--- src/rtl/presettable_counter.sv ---
`timescale 1ns/1ps
module presettable_counter #(
  parameter bit DECADE     = 1'b1,
  parameter bit SYNC_CLEAR = 1'b0,
  parameter int WIDTH      = 4
) (
  input  logic             clk,
  input  logic             clr_n,
  input  logic             load_n,
  input  logic             en_p,
  input  logic             en_t,
  input  logic [WIDTH-1:0] din,
  output logic [WIDTH-1:0] q,
  output logic             carry
);
  localparam logic [WIDTH-1:0] TERM = DECADE ? WIDTH'(9) : {WIDTH{1'b1}};

  logic [WIDTH-1:0] cnt_q;
  logic [WIDTH-1:0] cnt_nxt;
  logic             past_term;

  assign past_term = (cnt_q >= TERM);

  always_comb begin
    if (!load_n)
      cnt_nxt = din;
    else if (en_p && en_t)
      cnt_nxt = past_term ? '0 : cnt_q + WIDTH'(1);
    else
      cnt_nxt = cnt_q;
  end

  generate
    if (SYNC_CLEAR) begin : g_sync_clr
      always_ff @(posedge clk) begin
        if (!clr_n) cnt_q <= '0;
        else        cnt_q <= cnt_nxt;
      end
    end else begin : g_async_clr
      always_ff @(posedge clk or negedge clr_n) begin
        if (!clr_n) cnt_q <= '0;
        else        cnt_q <= cnt_nxt;
      end
    end
  endgenerate

  assign q     = cnt_q;
  assign carry = en_t && (cnt_q == TERM);
endmodule


--- config.mk ---
export PLATFORM = sky130hd
export DESIGN_NAME = presettable_counter
export DESIGN_NICKNAME = d
export VERILOG_FILES = /design/src/rtl/presettable_counter.sv
export SDC_FILE = /design/constraint.sdc
export NUM_CORES = 1
export LEC_CHECK = 0
export ABC_AREA = 1
export BUFFER_PORTS_ARGS = -buffer_cell sky130_fd_sc_hd__buf_2
export CAP_MARGIN = 20
export CORE_AREA = 2 2 39 41
export DETAILED_ROUTE_END_ITERATION = 6
export DIE_AREA = 0 0 41 43
export PLACE_DENSITY = 0.46
export REMOVE_ABC_BUFFERS = 1
export SKIP_CTS_REPAIR_TIMING = 1
export SYNTH_ARGS = -nofsm -noshare
export SYNTH_HDL_FRONTEND = slang
export SYNTH_SLANG_ARGS = --single-unit
--- constraint.sdc ---
create_clock -name clk -period 3.8 [get_ports clk]
set_clock_uncertainty 0.15 [all_clocks]
set_input_delay 0.95 -clock clk [delete_from_list [all_inputs] [get_ports clk]]
set_output_delay 0.95 -clock clk [all_outputs]
set_load 0.02 [all_outputs]
---- After elaboration in Yosys (flattened, before gate mapping) ----
Index checks and enable logic that the tools add are counted.
storage, ports and cells
  flip-flop bits (word level) ............. 4
operators by class
  add/sub/neg operators ................... 1
  order comparisons ....................... 1
  equality and inequality tests ........... 2
  mux-type cells .......................... 3
  reductions and logical operators ........ 2
operator list
  cell                                           count
  2-to-1 mux 4 bit                               3
  adder 4 x 1 -> 4 bit, second input constant    1
  == test 4 bit, second input constant           1
  >= comparator 4 bit, second input constant     1
  logical AND 1 bit                              2
  != test 2 x 1 -> 1 bit, second input constant  1

---- Logic depth before layout (Yosys ltp) ----
Gate-level depths: netlist (run 1).
  word-level depth ........................ 4
  gate-level depth with buffers ........... 7

---- Worst setup path before layout (run 1) ----
No wires, ideal clock.
  kind .................................... input-to-output
  start ................................... input en_t
  end ..................................... output carry
  arrival ................................. 1.298 ns
  data required time ...................... 2.700 ns
  setup slack ............................. 1.402 ns
  cell stages on the path ................. 2
  path buffers ............................ 0
  cell sequence ........................... nand2_1 nor2_1
on the way
  cells in the longest elaborated chain, start to end .. 1
RTL lines
  element            RTL line  text
  start, declared    11        input logic en_t,
  logical AND 1 bit  48        assign carry = en_t && (cnt_q == TERM);
  end, declared      14        output logic carry
No other way between the ends.

---- Worst setup path after layout (run 1) ----
Ends and elaborated chain as after synthesis.

==> results of run 1 <==
-- final cells by class --
class / instances / share of cell area [%]
clock buffer: 3 / 5.37
inverter: 6 / 5.37
multi-input combinational: 32 / 45.1
sequential: 4 / 23.9
tap: 16 / 4.78
timing repair buffer: 13 / 15.5
-- placed cells by master (no fill, tap or decap), drive strengths merged --
cell type,n
buf,13
clkbuf,3
dfrtp,4
ha,3
inv,6
nand2,15
nand3,2
nand4,1
nor2,2
o21ai,4
o21bai,4
xnor2,1
-- worst max-delay path, delay by kind of cell --
| kind | cells | cell delay (ns) |
|---|---|---|
| simple gates | 2 | 0.14 |
| buf+inv | 2 | 0.25 |
-- how the worst max path moves through the flow --
| stage | from | end | slack (ns) | cells after the start |
|---|---|---|---|---|
| after floorplan | en_t | carry | 1.40 | 2 |
| after global placement | en_t | carry | 1.38 | 4 |
| after detailed placement | en_t | carry | 1.36 | 4 |
| after CTS | en_t | carry | 1.36 | 4 |
| after global routing | en_t | carry | 1.31 | 4 |
| final | en_t | carry | 1.36 | 4 |
-- stage by stage --
| stage | worst slack, ns | power, mW |
|---|---|---|
| after detailed placement | 1.36 | 0.104 |
| after global placement | 1.38 | 0.104 |
| after global routing | 1.31 | 0.171 |
| final | 1.36 | 0.156 |
| after floorplan | 1.40 | 0.0874 |
| after CTS | 1.36 | 0.159 |
-- kinds of logic after synthesis --
kind of cell	share of synthesized area [%]
simple gates	29.7
compound gates	16.1
buf+inv	7.23
flops	32.1
fa+ha+maj	12.0
xor+xnor	2.81
-- layer usage --
layer / up-vias / wire, um / GRT usage [%]
li1: 166 / - / -
met1: 147 / 297 / 9.97
met2: 8 / 324 / 14.7
met3: 0 / 40 / 7.85
met4: 0 / 0 / 4.00
met5: - / 0 / 0
-- power by group --
part	internal, mW	total (mW)	switching (mW)
Clock	0.0353	0.0524	0.0171
Combinational	0.0198	0.0476	0.0278
Sequential	0.0479	0.0561	0.00822
Total	0.103	0.156	0.0531
==> impl_results.md, run 1 <==
* Pre-antenna DRT Iters at 4
* Top-area cell type share of the netlist area at between 30 and 40%
* Worst Max-Slew Pin Slew at around 0.22 ns
* Pwr dens at roughly 370 nW/um2
* Die height at 43 um
* Register Area at between 100 and 150 um2
* Nets at 72
* Row cnt at 14
* GRT overflow at 0
* Core area at ~1400 um2
* Post-synth top flop: dfrtp_1
* Initial antenna violation count at 0
* GRT Total Usage at roughly a tenth
* Final HPWL DP at 557 um
* TritonCTS Sinks at 4
* CP max stage delay at between 0.15 and 0.2 ns
* Relative slew slack at between 80% and 90%
* Setup violations, final at 0
* Die area at 1760 um2
* Most frequent CP cell: buf_2
* Area of the multi-input gates at between 150 and 200 um2
* Starting Density at 22.5%
* Final Util at between 30% and 40%
* Crit path capture type: primary output
* Period utilization at around 64%
* Number of synthesized flops with an enable pin at 0
* DRT antenna net count at 0
* #FFs+latches synth at 4
* Root Driver: clkbuf_4
* Ys async rst share at 100%
* Register-to-register setup slack at approximately 2.4 ns
* Total wire length at ~660 um
* Worst path required time at about 2.7 ns
* Reg2Reg Depth at 7
* Fin area at 419 um2
* Distinct cells, synth at 13
* Seq/Total Area, Yosys at approximately a third
* Status: finished, final reports clean
* Dpl cells at 71
* I/O pin cnt at 14
* Vias after detailed routing at ~320
* Most numerous cell in the Yosys netlist: nand2_1
* Via density at about 4.3
* Reg2Reg Launch Point: q[1]
* Syn avg cell area at approximately 7.4 um2
* RSZ-0062 raised after global routing: no
* Worst R2R End: q[1]
* Antenna cells at 0
* Synth area leaders: dfrtp_1 32%, nand2_1 16%, ha_1 12%
* H-tree levels at 1
* Die W at between 40 and 50 um
* Worst skew pair latency at approximately 0.23 ns
* First-pass GRT wire length at about 1.1 mm
* Worst EP arrival at about 1.3 ns
* Leakage at 0.228 nW
* Largest net degree at the start of global routing at 7
* IO Port Bufs at 13
* Layout cells sized above 1 at between 30% and 40%
* Worst-path cell chain: buf_2 > nand2_1 > nor2_1 > buf_2
* Worst Path Max Fanout at 2
* DRC at 0
* Slew Limit Fails at 0
* Clock tree from TritonCTS: built
* Vias in the first global route at around 320
* CTS Buf Count at 3
* Crit Path Class: input pin to primary output
* CTS clock-pin slew for the worst setup and hold paths at around 0.040 ns
* Peak VDD IR at 0.246 mV
* Filler instances at around 170
* WHS at ~0.36 ns
* Crit path launch type: input pin
* GP Congestion at between 0.6 and 0.7
* Setup_tns at 0 ns
* Per-cell routed wire length at a little under 9 um
* Fmax achieved at between 400 and 500 MHz
* Final hold violation count at 0
* Maxcap violations at 0
* Largest register FFs at 4
* Final Non-Filler Cells at 74
* Yosys warnings at 0
* Final min period at approximately 2.4 ns
* Post-Synthesis Cells at between 40 and 50
* Area growth, synth to finish at 34.5%
* Initial DRC Count at 4
* Dpl cell area at 397 um2
* Clock Path Buffers at 2
* Largest area contributor in the synthesized netlist: dfrtp_1
* Hold crit path type: input pin to async pin
* Area of the mapped netlist at 312 um2
* Top cells by count, synth: 13 x nand2_1, 6 x inv_1, 4 x dfrtp_1, 4 x o21ai_1, 4 x o21bai_1
* Crit path max-delay cell type: buf_2
Note: power is estimated with default switching activity, not from simulation.
==> run 2, diff against run 1 <==
Settings changed: ABC_AREA 1 to 0, PLACE_DENSITY 0.46 to 0.47.
Clock period 3.8 ns to 2.11 ns, I/O delays scaled along.
==> run 2 against run 1 <==
Net effect: critical endpoint unchanged; largest power group unchanged; count of clock-buffer cells in the layout unchanged; largest cell class unchanged; clock power increased by 80%; flip-flop and latch count unchanged.
==> impl_results.md, run 2 <==
* Yosys warnings at 0 (unchanged)
* Post-synth top flop: dfrtp_1
* Vias after detailed routing at 322 (+0.31%)
* Largest net degree at the start of global routing at 10 (+3)
* Antenna cells at 0 (unchanged)
* Crit path launch type: flop
* Pre-antenna DRT Iters at 4 (unchanged)
* Hold crit path type: input pin to flop
* Leakage at 0.200 nW (-12%)
* Post-Synthesis Cells at 35 (-17%)
* WHS at 0.395 ns (+0.0348 ns)
* First-pass GRT wire length at 1.19 mm (+7.5%)
* Final min period at about 2.0 ns
* Commonest non-fill, non-tap cell in the layout: buf_2
* Syn avg cell area at 8.76 um2 (+18%)
* Peak VDD IR at 0.422 mV (+72%)
* DRT antenna net count at 0 (unchanged)
* Worst Max-Slew Pin Slew at 0.354 ns (+0.137 ns)
* GP Congestion at 0.635 (-5.8%)
* Most frequent cells in the layout: 13 x buf_2, 4 x a31oi_1, 4 x dfrtp_1
* Worst path required time at 1.43 ns (-1.27 ns)
* Crit Path Class: flop to primary output
* Largest register FFs at 4 (unchanged)
* Maxcap violations at 0 (unchanged)
* Initial antenna violation count at 0 (unchanged)
* GRT Total Usage at 10.8% (+0.81 points)
* Via density at 4.81 (+11%)
* Distinct cells, synth at 20 (+7)
* Fmax achieved at between 500 and 600 MHz
* Layout cells sized above 1 at 35.3% (+0.81 points)
* Setup_tns at 0 ns (unchanged)
* Top cells by count, synth: 4 x a31oi_1, 4 x dfrtp_1, 3 x ha_1, 3 x inv_1, 3 x nor2_1
* GRT overflow at 0 (unchanged)
* Number of synthesized flops with an enable pin at 0 (unchanged)
* Starting Density at 22.2% (-0.36 points)
* TritonCTS Sinks at 4 (unchanged)
* #FFs+latches synth at 4 (unchanged)
* Period utilization at between 90 and 100%
* Die area at 1760 um2 (unchanged)
* CP max stage delay at 0.53 ns (+0.37 ns)
* Worst skew pair latency at 0.24 ns (about the same)
* Worst Path Max Fanout at 6 (+4)
* Pwr dens at 637 nW/um2 (+71%)
* RSZ-0062 raised after global routing: no
* Top-area cell type share of the netlist area at 32.7% (+0.52 points)
* Worst EP arrival at 1.30 ns (-0.04 ns)
* I/O pin cnt at 14 (unchanged)
* Slew Limit Fails at 0 (unchanged)
* Relative slew slack at 76.3% (-9.2 points)
* DRC at 0 (unchanged)
* Crit path capture type: primary output
* Clock tree from TritonCTS: built
* Core area at 1380 um2 (unchanged)
* Vias in the first global route at 296 (-6.0%)
* Per-cell routed wire length at 11.4 um (+27%)
* Largest area contributor in the synthesized netlist: dfrtp_1
* Root Driver: clkbuf_4
* Die W at 41 um (unchanged)
* Crit path max-delay cell type: dfrtp_1
* Hold path cells at 3
* CTS clock-pin slew for the worst setup and hold paths at 0.04 ns (about the same)
* Reg2Reg Depth at 4 (-3)
* Row cnt at 14 (unchanged)
* CTS Buf Count at 3 (unchanged)
* Initial DRC Count at 11 (+7)
* IO Port Bufs at 13 (unchanged)
* Total wire length at 764 um (+15%)
* Setup violations, final at 0 (unchanged)
* Seq/Total Area, Yosys at 32.7% (+0.52 points)
* Worst-path cell chain: ha_1 > and3_1 > buf_2
* Nets at 65 (-9.7%)
* Area growth, synth to finish at 37.1%
* Ys async rst share at 100% (unchanged)
* Die height at 43 um (unchanged)
* Clock Path Buffers at 2 (unchanged)
* Final HPWL DP at 585 um (+5.0%)
* Final hold violation count at 0 (unchanged)
* Synth area leaders: dfrtp_1 33%, ha_1 12%, a31oi_1 8.2%
* Area of the mapped netlist at 307 um2 (-1.6%)
* H-tree levels at 1 (unchanged)
* Status: finished, final reports clean
==> run 2: changes by cell type after synthesis, moves of 2 or more <==
cell and change:
a31oi_1 +4, nand2_1 -11, o21ai_1 -3, nor2b_1 +2, o21bai_1 -4, nor2_1 +2, inv_1 -3, o2111ai_1 +2
==> run 2: path summary, 6_finish.rpt <==
| path | startpoint | endpoint | slack [ns] |
|---|---|---|---|
| max | q[0] | carry | 0.13 |
| min | din[3] | q[3] | 0.40 |
| max reg2reg | q[0] | q[0] | 0.40 |
| min reg2reg | q[1] | q[1] | 0.45 |
| max in group asynchronous | clr_n | q[0] | 1.21 |
| min in group asynchronous | clr_n | q[3] | 0.48 |
==> run 2: cell type report <==
cell class              instances  area, um2
inverters                       4       15.0
repair buffers                 14       75.1
well taps                      16       20.0
fillers                       151        963
multi-input cells              26        188
flip-flops and latches          4        100
clock buffers                   3       22.5
==> run 2: worst max-delay path, delay by kind of cell, from the launching register on <==
kind | cells | cell delay (ns)
adders and majority gates | 1 | 0.24
buffers and inverters | 1 | 0.15
and+or+nand+nor | 1 | 0.15
DFF | 1 | 0.53
==> run 2: logic make-up (layout without fill, tap and decap cells) <==
kind of cell / Yosys count / after routing / synth area share, %
DFF: 4 / 4 / 32.7
AOI/OAI and AO/OA: 10 / 10 / 21.2
adders and majority gates: 3 / 3 / 12.2
and+or+nand+nor: 13 / 13 / 27.8
buffers and inverters: 5 / 21 / 6.12
==> run 2: metrics by stage <==
step	setup WS, ns	total power, mW	util, %	cells	area, um2
floorplan	0.344	0.142	-	34	303
global placement	0.314	0.174	28.0	63	388
detailed placement	0.291	0.173	28.0	63	388
CTS	0.116	0.270	29.7	66	410
global route	0.0160	0.291	30.4	67	420
finish	0.128	0.268	30.4	67	420
==> run 2: where the power goes <==
group          internal (mW)  switching [mW]  total (mW)  leakage, nW
logic                 0.0303          0.0417      0.0720        0.139
clock network         0.0635          0.0305      0.0941       0.0138
registers             0.0851          0.0165       0.102       0.0467
total                  0.179          0.0888       0.268        0.200
==> run 2: layer usage <==
metal	wire length, um	up-vias	global-route usage (%)
li1	-	159	-
met1	356	149	12.3
met2	337	14	14.1
met3	70	0	7.85
met4	0	0	6.00
met5	0	-	0
==> run 3, diff against run 2 <==
Settings changed: ABC_CLOCK_PERIOD_IN_PS set to 2400, PLACE_DENSITY 0.47 to 0.45.
Clock period 2.11 ns to 2.4 ns, I/O delays scaled along.
==> run 3 against run 2 <==
Net effect: combinational power shrank 14%; largest cell class unchanged; worst setup slack better by 0.23 ns; wire length down 5.4%; sequential power decreased by 13%; clock power is 15% lower; hold slack worse by 0.38 ns; non-clock buffer count decreased by 1; register-to-register slack improved by 0.33 ns.
==> impl_results.md, run 3 (same netlist as run 2, synthesis figures left out) <==
* Per-cell routed wire length at 11.0 um (-3.9%)
* Final hold violation count at 0 (unchanged)
* Clock Path Buffers at 2 (unchanged)
* Commonest non-fill, non-tap cell in the layout: buf_2
* Dpl cells at 63 (unchanged)
* Register Area at 100 um2 (unchanged)
* Final min period at approximately 2.0 ns
* Worst skew pair latency at 0.23 ns (about the same)
* GRT overflow at 0 (unchanged)
* GP Congestion at 0.627 (-1.2%)
* Starting Density at 22.2% (unchanged)
* RSZ-0062 raised after global routing: no
* Most frequent cells in the layout: 13 x buf_2, 4 x a31oi_1, 4 x dfrtp_1
* Nets at 64 (-1.5%)
* CTS Buf Count at 3 (unchanged)
* DRT antenna net count at 0 (unchanged)
* TritonCTS Sinks at 4 (unchanged)
* CTS clock-pin slew for the worst setup and hold paths at 0.04 ns (about the same)
* Setup_tns at 0 ns (unchanged)
* Period utilization at a little under nine tenths
* Slew Limit Fails at 0 (unchanged)
* Crit path capture type: primary output
* GRT Total Usage at 10.4% (-0.36 points)
* Via density at 4.67 (-2.9%)
* Crit path max-delay cell type: dfrtp_1
* Vias after detailed routing at 308 (-4.3%)
* Area of the multi-input gates at 188 um2 (unchanged)
* Die height at 43 um (unchanged)
* Final HPWL DP at 593 um (+1.3%)
* Die W at 41 um (unchanged)
* Largest net degree at the start of global routing at 10 (unchanged)
* Layout cells sized above 1 at 36.0% (+0.71 points)
* Core area at 1380 um2 (unchanged)
* Worst Max-Slew Pin Slew at 0.320 ns (-0.0341 ns)
* H-tree levels at 1 (unchanged)
* Pre-antenna DRT Iters at 2 (-2)
* Worst Path Max Fanout at 6 (unchanged)
* DRC at 0 (unchanged)
* Worst path required time at 1.65 ns (+0.22 ns)
* Peak VDD IR at 0.242 mV (-43%)
* Worst EP arrival at 1.29 ns (about the same)
* Initial antenna violation count at 0 (unchanged)
* Status: finished, final reports clean
* First-pass GRT wire length at 1.21 mm (+1.2%)
* Total wire length at 723 um (-5.4%)
* Final Non-Filler Cells at 66 (-1.5%)
* Hold crit path type: input pin to async pin
* CP max stage delay at 0.51 ns (-0.02 ns)
* I/O pin cnt at 14 (unchanged)
* Worst-path cell chain: ha_1 > and3_1 > buf_2
* Die area at 1760 um2 (unchanged)
* Crit Path Class: flop to primary output
* Initial DRC Count at 3 (-8)
* Final Util at 29.7% (-0.72 points)
* Leakage at 0.195 nW (-2.1%)
* Fmax achieved at approximately 490 MHz
* Filler instances at 158 (+4.6%)
* Area growth, synth to finish at 33.9%
* Crit path launch type: flop
* Setup violations, final at 0 (unchanged)
* Vias in the first global route at 318 (+7.4%)
* IO Port Bufs at 13 (unchanged)
* Antenna cells at 0 (unchanged)
* Maxcap violations at 0 (unchanged)
* Root Driver: clkbuf_4
* Relative slew slack at 78.6% (+2.3 points)
* Clock tree from TritonCTS: built
* Pwr dens at 563 nW/um2 (-12%)
* Largest register FFs at 4 (unchanged)
* Row cnt at 14 (unchanged)
-- run 3: worst max-delay path: cells and delay by family, from the launching register on --
family | cells | cell delay, ns
buf+inv | 1 | 0.15
fa+ha+maj | 1 | 0.25
flops | 1 | 0.51
simple gates | 1 | 0.15
-- run 3: layout make-up --
| type | instances | share of cell area [%] |
|---|---|---|
| Clock buffer | 3 | 5.49 |
| Inverter | 4 | 3.66 |
| Multi-Input combinational cell | 26 | 45.7 |
| Sequential cell | 4 | 24.4 |
| Tap cell | 16 | 4.88 |
| Timing Repair Buffer | 13 | 15.9 |
-- run 3: metal layers --
| metal | share of wire [%] | track usage (%) |
|---|---|---|
| met1 | 45 | 12.7 |
| met2 | 51 | 15.3 |
| met3 | 3.9 | 1.57 |
| met4 | 0 | 8.00 |
| met5 | 0 | 0 |
-- run 3: metrics by stage --
| step | power (mW) | area [um2] | setup WS, ns | hold WS [ns] |
|---|---|---|---|---|
| 2_1_floorplan | 0.125 | 303 | 0.562 | 0.154 |
| 3_3_place_gp | 0.154 | 388 | 0.461 | 0.258 |
| 3_5_place_dp | 0.153 | 388 | 0.445 | 0.258 |
| 4_1_cts | 0.239 | 410 | 0.343 | 0.00544 |
| 5_1_grt | 0.250 | 410 | 0.283 | 0.0112 |
| 6_report | 0.231 | 410 | 0.355 | 0.0147 |
-- run 3: path summary, 6_finish.rpt --
check                           cells past startpoint    end   from  slack (ns)
worst max-delay path                                3  carry   q[0]        0.36
worst min-delay path                                1   q[2]  clr_n        0.01
worst max register to register                      4   q[3]   q[0]        0.73
worst min register to register                      2   q[1]   q[1]        0.44
max in group asynchronous                           1   q[3]  clr_n        1.97
min in group clk                                    2   q[1]   q[1]        0.44
-- run 3: power by group --
part | internal [mW] | total (mW) | switching [mW]
combinational | 0.0257 | 0.0622 | 0.0365
clock | 0.0557 | 0.0799 | 0.0242
sequential | 0.0749 | 0.0891 | 0.0142
total | 0.156 | 0.231 | 0.0749
